**config.mk**
```make
export PLATFORM = sky130hd
export DESIGN_NAME = nvm_prog_seq
export DESIGN_NICKNAME = d
export VERILOG_FILES = /design/src/rtl/nvm_seq_pkg.sv /design/src/rtl/nvm_cycle_timer.sv /design/src/rtl/nvm_array.sv /design/src/rtl/nvm_read_mux.sv /design/src/rtl/nvm_prog_seq.sv
export SDC_FILE = /design/constraint.sdc
export NUM_CORES = 1
export LEC_CHECK = 0
export ABC_AREA = 1
export CELL_PAD_IN_SITES_DETAIL_PLACEMENT = 1
export CELL_PAD_IN_SITES_GLOBAL_PLACEMENT = 2
export CORE_UTILIZATION = 39
export CTS_CLUSTER_DIAMETER = 30
export DETAILED_ROUTE_END_ITERATION = 7
export DONT_BUFFER_PORTS = 1
export PLACE_DENSITY = 0.77
export SYNTH_ARGS = -nofsm -noshare
export SYNTH_HDL_FRONTEND = slang
export SYNTH_SLANG_ARGS = --single-unit
```
**constraint.sdc**
```tcl
create_clock -name clk -period 3.15 [get_ports clk]
set_clock_uncertainty 0.1 [all_clocks]
set_input_delay 0 -clock clk [delete_from_list [all_inputs] [get_ports clk]]
set_output_delay 0 -clock clk [all_outputs]
set_load 0.005 [all_outputs]
```
**src/rtl/nvm_seq_pkg.sv**
```systemverilog
package nvm_seq_pkg;
    localparam int BYTE_W = 8;

    typedef enum logic [2:0] {
        MD_READ  = 3'd0,
        MD_PROG  = 3'd1,
        MD_ERASE = 3'd2,
        MD_SIG   = 3'd3,
        MD_LOCK  = 3'd4
    } mode_e;

    typedef enum logic [1:0] {
        ST_IDLE  = 2'd0,
        ST_WRITE = 2'd1,
        ST_ERASE = 2'd2
    } seq_state_e;
endpackage

```
**src/rtl/nvm_cycle_timer.sv**
```systemverilog
module nvm_cycle_timer #(
    parameter int CW = 8
) (
    input  logic          clk,
    input  logic          rst_n,
    input  logic          clear,
    output logic [CW-1:0] count
);
    always_ff @(posedge clk or negedge rst_n) begin
        if (!rst_n)     count <= '0;
        else if (clear) count <= '0;
        else            count <= count + 1'b1;
    end
endmodule

```
**src/rtl/nvm_array.sv**
```systemverilog
module nvm_array #(
    parameter int ADDR_W = 6
) (
    input  logic              clk,
    input  logic              rst_n,
    input  logic [ADDR_W-1:0] rd_addr,
    output logic [7:0]        rd_data,
    input  logic              wr_en,
    input  logic [ADDR_W-1:0] wr_addr,
    input  logic [7:0]        wr_data,
    input  logic              erase_en
);
    localparam int DEPTH = 1 << ADDR_W;

    logic [7:0] mem [DEPTH];

    always_ff @(posedge clk or negedge rst_n) begin
        if (!rst_n) begin
            for (int i = 0; i < DEPTH; i++) mem[i] <= 8'hFF;
        end else if (erase_en) begin
            for (int i = 0; i < DEPTH; i++) mem[i] <= 8'hFF;
        end else if (wr_en) begin
            mem[wr_addr] <= wr_data;
        end
    end

    assign rd_data = mem[rd_addr];

    assert_blank_target_R5: assert property (@(posedge clk) disable iff (!rst_n)
        wr_en |-> (mem[wr_addr] == 8'hFF));

    assert_erase_all_ones_R6: assert property (@(posedge clk) disable iff (!rst_n)
        erase_en |=> (mem[0] == 8'hFF && mem[DEPTH-1] == 8'hFF));
endmodule

```
**src/rtl/nvm_read_mux.sv**
```systemverilog
module nvm_read_mux
    import nvm_seq_pkg::*;
#(
    parameter int         ADDR_W  = 6,
    parameter logic [7:0] SIG_VPP = 8'hFF
) (
    input  logic              clk,
    input  logic              rst_n,
    input  logic [2:0]        mode,
    input  logic [ADDR_W-1:0] addr,
    input  logic [7:0]        mem_q,
    input  logic              polling,
    input  logic              poll_bit,
    input  logic              hide_code,
    output logic [7:0]        dout
);
    logic [31:0] addr_x;
    assign addr_x = 32'(addr);

    always_comb begin
        dout = 8'hFF;
        if (mode == MD_SIG) begin
            unique case (addr_x)
                32'h30:  dout = 8'h1E;
                32'h31:  dout = 8'h51;
                32'h32:  dout = SIG_VPP;
                default: dout = 8'hFF;
            endcase
        end else if (mode == MD_READ && !hide_code) begin
            if (polling) dout = {~poll_bit, mem_q[6:0]};
            else         dout = mem_q;
        end
    end

    assert_poll_inverts_R3: assert property (@(posedge clk) disable iff (!rst_n)
        (mode == MD_READ && polling && !hide_code) |-> (dout[7] == ~poll_bit));

    assert_sig_vendor_R10: assert property (@(posedge clk) disable iff (!rst_n)
        (mode == MD_SIG && addr_x == 32'h30) |-> (dout == 8'h1E));

    assert_lock_hides_R8: assert property (@(posedge clk) disable iff (!rst_n)
        (mode == MD_READ && hide_code) |-> (dout == 8'hFF));

    assert_other_modes_R11: assert property (@(posedge clk) disable iff (!rst_n)
        (mode != MD_READ && mode != MD_SIG) |-> (dout == 8'hFF));
endmodule

```
**src/rtl/nvm_prog_seq.sv**
```systemverilog
module nvm_prog_seq
    import nvm_seq_pkg::*;
#(
    parameter int         ADDR_W    = 6,
    parameter int         WRITE_CYC = 20,
    parameter int         ERASE_CYC = 40,
    parameter logic [7:0] SIG_VPP   = 8'hFF
) (
    input  logic              clk,
    input  logic              rst_n,
    input  logic [ADDR_W-1:0] addr,
    input  logic [7:0]        din,
    input  logic [2:0]        mode,
    input  logic              strobe_n,
    output logic [7:0]        dout,
    output logic              ready,
    output logic              err
);
    localparam int MAX_CYC = (WRITE_CYC > ERASE_CYC) ? WRITE_CYC : ERASE_CYC;
    localparam int CW      = $clog2(MAX_CYC + 1);

    seq_state_e        state, state_nx;
    logic              strobe_q;
    logic              fall;
    logic [CW-1:0]     cnt;
    logic [ADDR_W-1:0] lat_addr;
    logic [7:0]        lat_data;
    logic              lat_is_lock;
    logic [2:0]        lock;
    logic [7:0]        mem_q;
    logic              blank;
    logic              accept_prog, reject_prog, start_lock, start_erase;
    logic              done_w, done_e;
    logic              wr_en, erase_en, polling;

    assign fall        = strobe_q & ~strobe_n;
    assign blank       = (mem_q == 8'hFF);
    assign accept_prog = (state == ST_IDLE) && fall && (mode == MD_PROG) && blank && !lock[0];
    assign reject_prog = (state == ST_IDLE) && fall && (mode == MD_PROG) && !(blank && !lock[0]);
    assign start_lock  = (state == ST_IDLE) && fall && (mode == MD_LOCK);
    assign start_erase = (state == ST_IDLE) && fall && (mode == MD_ERASE);
    assign done_w      = (cnt == CW'(WRITE_CYC - 1));
    assign done_e      = (cnt == CW'(ERASE_CYC - 1)) && !strobe_n;

    // state register
    always_ff @(posedge clk or negedge rst_n) begin
        if (!rst_n) state <= ST_IDLE;
        else        state <= state_nx;
    end

    // next state
    always_comb begin
        state_nx = state;
        unique case (state)
            ST_IDLE: begin
                if (accept_prog || start_lock) state_nx = ST_WRITE;
                else if (start_erase)          state_nx = ST_ERASE;
            end
            ST_WRITE: if (done_w) state_nx = ST_IDLE;
            ST_ERASE: if (strobe_n || done_e) state_nx = ST_IDLE;
            default:  state_nx = ST_IDLE;
        endcase
    end

    // outputs
    always_comb begin
        ready    = (state == ST_IDLE);
        wr_en    = (state == ST_WRITE) && done_w && !lat_is_lock;
        erase_en = (state == ST_ERASE) && done_e;
        polling  = (state == ST_WRITE) && !lat_is_lock && (addr == lat_addr);
    end

    always_ff @(posedge clk or negedge rst_n) begin
        if (!rst_n) begin
            strobe_q    <= 1'b1;
            lat_addr    <= '0;
            lat_data    <= 8'hFF;
            lat_is_lock <= 1'b0;
            lock        <= '0;
            err         <= 1'b0;
        end else begin
            strobe_q <= strobe_n;
            if (accept_prog || start_lock) begin
                lat_addr    <= addr;
                lat_data    <= din;
                lat_is_lock <= start_lock;
            end
            if (reject_prog)                                   err <= 1'b1;
            else if (accept_prog || start_lock || start_erase) err <= 1'b0;
            if (erase_en)
                lock <= '0;
            else if (state == ST_WRITE && done_w && lat_is_lock)
                lock <= lock | lat_data[2:0];
        end
    end

    nvm_cycle_timer #(.CW(CW)) u_timer (
        .clk   (clk),
        .rst_n (rst_n),
        .clear (state == ST_IDLE),
        .count (cnt)
    );

    nvm_array #(.ADDR_W(ADDR_W)) u_array (
        .clk      (clk),
        .rst_n    (rst_n),
        .rd_addr  (addr),
        .rd_data  (mem_q),
        .wr_en    (wr_en),
        .wr_addr  (lat_addr),
        .wr_data  (lat_data),
        .erase_en (erase_en)
    );

    nvm_read_mux #(.ADDR_W(ADDR_W), .SIG_VPP(SIG_VPP)) u_rmux (
        .clk       (clk),
        .rst_n     (rst_n),
        .mode      (mode),
        .addr      (addr),
        .mem_q     (mem_q),
        .polling   (polling),
        .poll_bit  (lat_data[7]),
        .hide_code (lock[1]),
        .dout      (dout)
    );

    assert_busy_after_start_R2: assert property (@(posedge clk) disable iff (!rst_n)
        accept_prog |=> !ready);

    assert_busy_freeze_R4: assert property (@(posedge clk) disable iff (!rst_n)
        (state != ST_IDLE) |=> ($stable(lat_addr) && $stable(lat_data)));

    assert_refuse_keeps_ready_R5: assert property (@(posedge clk) disable iff (!rst_n)
        reject_prog |=> (ready && err));
endmodule

```
==> summary.txt, run 1 <==
Finish
  – Nets: roughly 3,400
  – Cell area after layout: between 30,000 and 40,000 um2
  – Share of cells above drive strength 1: 0.2500
  – # fillers: between 7,000 and 8,000
  – Non-Filler Instances: 4,392
  – Final Util: 0.4937
  – # diodes: 0
  – Area grow syn2layout: 24.83%

Placement
  – Area after DPL: between 20,000 and 30,000 um2
  – Detailed Place HPWL: about 53,000 um
  – Number of cells after detailed placement: slightly above 4,000
  – Port Buf Inserts: 0
  – Gpl congestion: about 0.84

GRT
  – Vias in the first global route: ~25,000
  – Largest net degree at the start of global routing: 540
  – Global-route wire length before repair: 144,200 um
  – Initial antenna violation count: 0
  – Global-route usage over all layers: 0.2780
  – GR Overflow Total: 0

Logic synthesis
  – Register area share after synthesis: 0.5419
  – Synth Area per Inst: approximately 7.8 um2
  – Syn Std Cell Area: 26,100 um2
  – Mapped Nets: 3,367
  – YS warnings: 0
  – Synthesized flop and latch total: 539
  – Unique masters post-synth: 32
  – Area share of the largest cell type after synthesis: 0.5246
  – Syn Inst Count: approximately 3,300
  – Leading area contributor after synthesis: dfstp_2
  – Largest cells by area after synthesis: dfstp_2 (52%), nand2_1 (12%), a21oi_1 (11%)

CTS
  – CTS H-tree lvls: 4
  – Hold_buf cts: 36
  – CTS Sinks: roughly 540
  – Clock transition at path regs: roughly 0.040 ns
  – Num CTS Buffers: 144
  – Root Driver: clkbuf_16
  – CTS Buffer Depth: 3
  – Clk_lat worst skew: 0.70 ns
  – TritonCTS clock tree: done

Routing
  – 1st-pass router iterations: 7
  – Via count: roughly 23,000
  – Antenna-violating nets left: 0
  – Wire per inst: approximately 21 um
  – DR iter-0 viols: ~1,300
  – Final wirelength: approximately 92,000 um
  – DR DRC count: 4
  – Vias per Instance: 5.233

Timing
  – Slew HR: -0.2604
  – Setup tns final: 0 ns
  – Max frequency: around 330 MHz
  – Tmin final: about 3 ns
  – Endpoints failing setup: 0
  – Worst slew pin tran: 1.891 ns
  – Hold WS: -0.9584 ns
  – Pins Over Slew Limit: about 220
  – Final Hold Fails: 535
  – Fin crit share: 0.9481

Die
  – Die Wd: approximately 260 um
  – Row count: 94
  – Initial core utilization: 0.3955
  – Core area: roughly 66,000 um2
  – Total die area: just under 70,000 um2
  – Boundary Pins: 30
  – Die H: between 200 and 300 um

Min path
  – Tightest Hold Check Type: input pin to asynchronous set/reset pin

Run
  – Max Cap Violations: 0

Pwr
  – Maximum vdd drop: around 0.47 mV
  – Pwr/cell area: 744.8 nW/um2
  – Leakage: 0.01398 uW

Critical path
  – Critical path class: register to register
  – Crit end category: register
  – Crit path launch type: register
  – Crit-path max FO: 14
  – R2R cell count: 19
  – Critical path arrival: 3.52 ns
  – Worst Path Required: around 3.7 ns

Run status
  – Status: finished, violations left
  – Violated checks: design-rule violations, negative hold slack, max-slew violations
kinds of logic (layout without fill, tap and decap cells):
kind of cell               count (synthesis)  in the layout  synth area share
and+or+nand+nor                         1734           1734            0.2625
xor gates and xnor gates                   6              6          0.002014
adders and majority gates                  1              1         0.0004794
DFF                                      539            539            0.5419
buffers and inverters                    407            589           0.06554
AOI/OAI and AO/OA                        659            659            0.1276
cell usage after synthesis:
library cell,n
buf_1,8
inv_2,3
o211ai_1,8
clkbuf_1,89
dfrtp_1,18
nand4_1,16
xor2_1,4
nor4_1,13
nand3b_1,3
a21oi_1,573
nand3_1,161
nand2_2,1
clkinv_1,3
nor4_2,1
o21ai_0,53
nor3_1,22
nor2_1,665
nor2_4,1
dfstp_2,521
inv_4,1
a31oi_1,4
inv_1,181
o21bai_1,1
nand3_2,1
o21ai_1,19
and2_0,1
buf_4,11
ha_1,1
xnor2_1,2
buf_2,111
o211a_1,1
nand2_1,849
flip-flops by register name, indices dropped and copies added (netlist names):
name / cells
u_array.mem: 512
lat_data: 8
lat_addr: 6
u_timer.count: 6
lock: 2
state: 2
err: 1
lat_is_lock: 1
strobe_q: 1
what timing repair did:
item	CTS	global route
endpoints found under the hold margin	560	539
buffers inserted	0	4
resized for setup	0	8
setup endpoints to repair	0	25
worst max-delay path, cell delays in order (launching register included):
cell	delay [ns]
dfstp_2	0.53
nand2_1	0.06
nand2_1	0.08
nand2_1	0.05
o21ai_0	0.09
nand2_1	0.10
nand2_1	0.11
inv_1	0.06
nand2_1	0.05
nand2_1	0.05
nand2_1	0.09
inv_1	0.10
nand2_1	0.10
nand2_1	0.09
nor2_2	0.15
nand3_4	0.17
nand2_4	0.20
nand2_1	0.08
dlygate4sd3_1	0.58
nand2_1	0.08
power breakdown:
part	internal (uW)	switching, uW	leakage, uW
sequential	7110	173	0.00560
combinational	532	1780	0.00596
clock	10300	4420	0.00243
metrics by stage:
stage                     total power (uW)  hold slack, ns  setup slack (ns)
final                                24260         -0.9584            0.1636
after global routing                 25000          -1.018         -0.001545
after detailed placement              9580         -0.3410            0.2591
after floorplan                       8517         -0.3956            0.9072
after global placement                9553         -0.3496            0.2589
after CTS                            24460          -1.087           0.03929
final timing paths:
path | startpoint | endpoint | slack [ns]
setup / recovery | u_array.mem[246] | lat_data[0] | 0.16
hold / removal | rst_n | lat_addr[3] | -0.96
setup reg to reg | u_array.mem[246] | lat_data[0] | 0.16
hold reg to reg | u_timer.count[0] | u_timer.count[0] | 0.37
max in group asynchronous | rst_n | u_array.mem[366] | 2.91
min in group clk | addr[3] | lat_addr[5] | 0.02
layout make-up:
class / count / area [um2] / area share
flip-flops and latches: 539 / 14140 / 0.4341
multi-input cells: 2400 / 10350 / 0.3179
clock buffers: 208 / 4250 / 0.1305
repair buffers: 138 / 1331 / 0.04087
well taps: 864 / 1081 / 0.03319
inverters: 188 / 713.2 / 0.02189
clock inverters: 55 / 704.4 / 0.02163
per-layer routing:
layer  vias to the layer above  GRT usage  part of all wire
li1                      10880          -                 -
met1                     11560     0.3472              0.43
met2                       388     0.4793              0.50
met3                       165    0.04788             0.036
met4                         0     0.1032             0.026
met5                         -          0                 0
cells in the final DEF (no fill, tap or decap), types with 18 or more instances in the layout:
master	count
a21oi_1	573
buf_4	86
clkbuf_1	29
clkbuf_16	150
clkbuf_8	30
clkinv_2	26
dfrtp_1	18
dfstp_2	521
dlygate4sd3_1	36
inv_1	181
nand2_1	847
nand3_1	159
nor2_1	653
nor3_1	22
o21ai_0	53
o21ai_1	19
Power figures use the tool's default switching activity.
==> run 2, diff against run 1 <==
- SKIP_CTS_REPAIR_TIMING: not set -> 1
- clock period: 3.15 -> 3 ns (I/O delays scaled with it)
==> run 2 against run 1 <==
The run still ends with design-rule violations, negative hold slack, max-slew violations left. Wire length up 0.77%. Flip-flop and latch count did not move. Register-to-register slack better by 0.07 ns. Critical endpoint is now dout[0]. Largest cell class unchanged.
==> summary.txt, run 2 (synthesis results as in run 1) <==
Run
  – Max Cap Violations: 0 (unchanged)

Die
  – Boundary Pins: 30 (unchanged)
  – Initial core utilization: 0.3955 (unchanged)
  – Die H: 260.7 um (unchanged)
  – Core area: 65,980 um2 (unchanged)
  – Total die area: 67,950 um2 (unchanged)
  – Die Wd: 260.7 um (unchanged)
  – Row count: 94 (unchanged)

CTS
  – TritonCTS clock tree: done
  – CTS Buffer Depth: 3 (unchanged)
  – Num CTS Buffers: 149 (+3.5%)
  – CTS H-tree lvls: 4 (unchanged)
  – Root Driver: clkbuf_16
  – Clk_lat worst skew: 0.72 ns (+0.02 ns)
  – CTS Sinks: 539 (unchanged)
  – Clock transition at path regs: 0.04 ns (about the same)

Finish
  – Share of cells above drive strength 1: 0.2447 (-0.005346)
  – # fillers: 7,793 (+0.26%)
  – Final Util: 0.4908 (-0.002920)
  – Cell area after layout: 32,380 um2 (-0.59%)
  – Max reg flops: 512 (unchanged)
  – Nets: 3,416 (-0.47%)
  – Top Registers: u_array.mem x512, lat_data x8
  – # diodes: 0 (unchanged)
  – Area grow syn2layout: 24.09%
  – Most frequent cells in the layout: nand2_1 (846), nor2_1 (655), a21oi_1 (573), dfstp_2 (521), inv_1 (181)
  – Reg with most FFs: u_array.mem
  – Most common cell after layout, fill and taps aside: nand2_1

Pwr
  – Comb pwr share: 0.094 (about the same)
  – Sw Ratio: 0.2675 (+0.005148)
  – Internal: 18,700 uW (+4.5%)
  – Clock share of power: 0.607 (+0.002)
  – Maximum vdd drop: 0.5578 mV (+18%)
  – Switching power: 6832 uW (+7.3%)
  – Sequential Power Share: 0.299 (about the same)
  – Leakage: 0.01393 uW (-0.40%)
  – Pwr/cell area: 788.6 nW/um2 (+5.9%)

Routing
  – Vias per Instance: 5.263 (+0.57%)
  – Wire per inst: 21.24 um (+1.3%)
  – Final wirelength: 92,850 um (+0.77%)
  – DR iter-0 viols: 1,259 (-4.0%)
  – Antenna-violating nets left: 0 (unchanged)
  – DR DRC count: 4 (unchanged)
  – Via count: 23,010 (+0.087%)
  – 1st-pass router iterations: 8 (+1)

Timing
  – Slew HR: -0.9261 (-0.6657)
  – Tmin final: around 2.9 ns
  – Worst slew pin tran: 2.889 ns (+0.9986 ns)
  – Endpoints failing setup: 0 (unchanged)
  – Setup tns final: 0 ns (unchanged)
  – Final Hold Fails: 279 (-48%)
  – Pins Over Slew Limit: 301 (+35%)
  – Hold WS: -1.055 ns (-0.09622 ns)
  – Fin crit share: 0.9577
  – RSZ-0062 raised after global routing: no
  – Max frequency: around 350 MHz

Critical path
  – Worst Path Required: 2.90 ns (-0.79 ns)
  – Critical path arrival: 2.77 ns (-0.75 ns)
  – Bufs and invs on worst path: 5 (+2)
  – CP Cell Sequence: inv_1 > nand2_1 > nand3_1 > nand2_1 > nand2_1 > nand2_1 > inv_1 > nand2_1 > nand2_1 > nand2_1 > inv_1 > nand2_1 > o21ai_0 > buf_4 > inv_1
  – Slowest CP cell: o21ai_0
  – Crit end category: primary output
  – Crit path launch type: register
  – Max incr delay on CP: 0.48 ns (-0.10 ns)
  – Critical path class: register to primary output
  – Worst path depth: 15 (-4)
  – CP dominant cell by count: nand2_1
  – R2R cell count: 8 (-11)
  – Top Family by Delay on Critical Path: simple AND/OR/NAND/NOR gates
  – Crit-path max FO: 2 (-12)

GRT
  – Largest net degree at the start of global routing: 540 (unchanged)
  – Initial antenna violation count: 1 (+1)
  – Global-route usage over all layers: 0.2788 (+0.0007594)
  – Global-route wire length before repair: 144,100 um (about the same)
  – GR Overflow Total: 0 (unchanged)
  – Vias in the first global route: 24,600 (-0.56%)

Placement
  – Gpl congestion: 0.8299 (-1.6%)
  – Detailed Place HPWL: 53,960 um (+1.1%)
  – Port Buf Inserts: 0 (unchanged)
  – Area after DPL: 27,120 um2 (-0.18%)

Min path
  – Tightest Hold Check Type: input pin to asynchronous set/reset pin

Run status
  – Violated checks: design-rule violations, negative hold slack, max-slew violations
  – Status: finished, violations left
==> run 2: cell types whose count changed in the layout (fill, tap and decap cells not counted), sizes merged <==
cell         previous run  this run
clkbuf                209       212
clkinvlp                7         2
dlygate4sd3            36        30
inv                   186       190
buf                   101        87
bufinv                 12        10
clkinv                 38        37
==> run 2: final timing paths <==
check / startpoint / endpoint / slack (ns)
setup / recovery: u_array.mem[72] / dout[0] / 0.13
hold / removal: rst_n / lat_addr[2] / -1.05
setup reg to reg: state[1] / u_array.mem[363] / 0.23
hold reg to reg: u_timer.count[0] / u_timer.count[0] / 0.37
max in group asynchronous: rst_n / u_timer.count[1] / 2.24
min in group clk: addr[3] / lat_addr[3] / 0
==> run 2: power by group through the flow <==
stage	logic (uW)	clock network [uW]	registers, uW
after global routing	2550	16100	7650
after floorplan	1360	0	7590
final	2410	15500	7640
after detailed placement	2360	0	7710
after CTS	2370	15700	7630
after global placement	2340	0	7710
==> run 2: worst register-to-register path, stage by stage (launching register included) <==
cell and delay [ns]:
dfrtp_1 0.41, nor3_1 0.41, nand2_1 0.34, nor4_1 0.29
buf_4 0.32, nand2_1 0.13, nand2_1 0.46, nor2_1 0.12
a21oi_1 0.14
==> run 2: through the flow <==
step	instances	power, uW	setup WS, ns
global placement	4078	10040	0.2581
CTS	4341	25760	0.1241
detailed placement	4078	10080	0.1493
finish	4371	25540	0.1269
floorplan	3346	8943	0.7572
global route	4371	26310	0.007846
==> run 2: area by class of cell <==
cell class	count	area, um2	share of cell area
Sequential cell	539	14140	0.4367
Multi-Input combinational cell	2400	10320	0.3188
Clock buffer	212	4289	0.1325
Timing Repair Buffer	117	1166	0.03601
Tap cell	864	1081	0.03338
Inverter	188	713.2	0.02202
Clock inverter	51	669.4	0.02067
==> run 2: layer usage <==
metal	track usage	part of all wire
met1	0.3550	0.44
met2	0.4677	0.49
met3	0.05303	0.045
met4	0.1058	0.030
met5	0	0
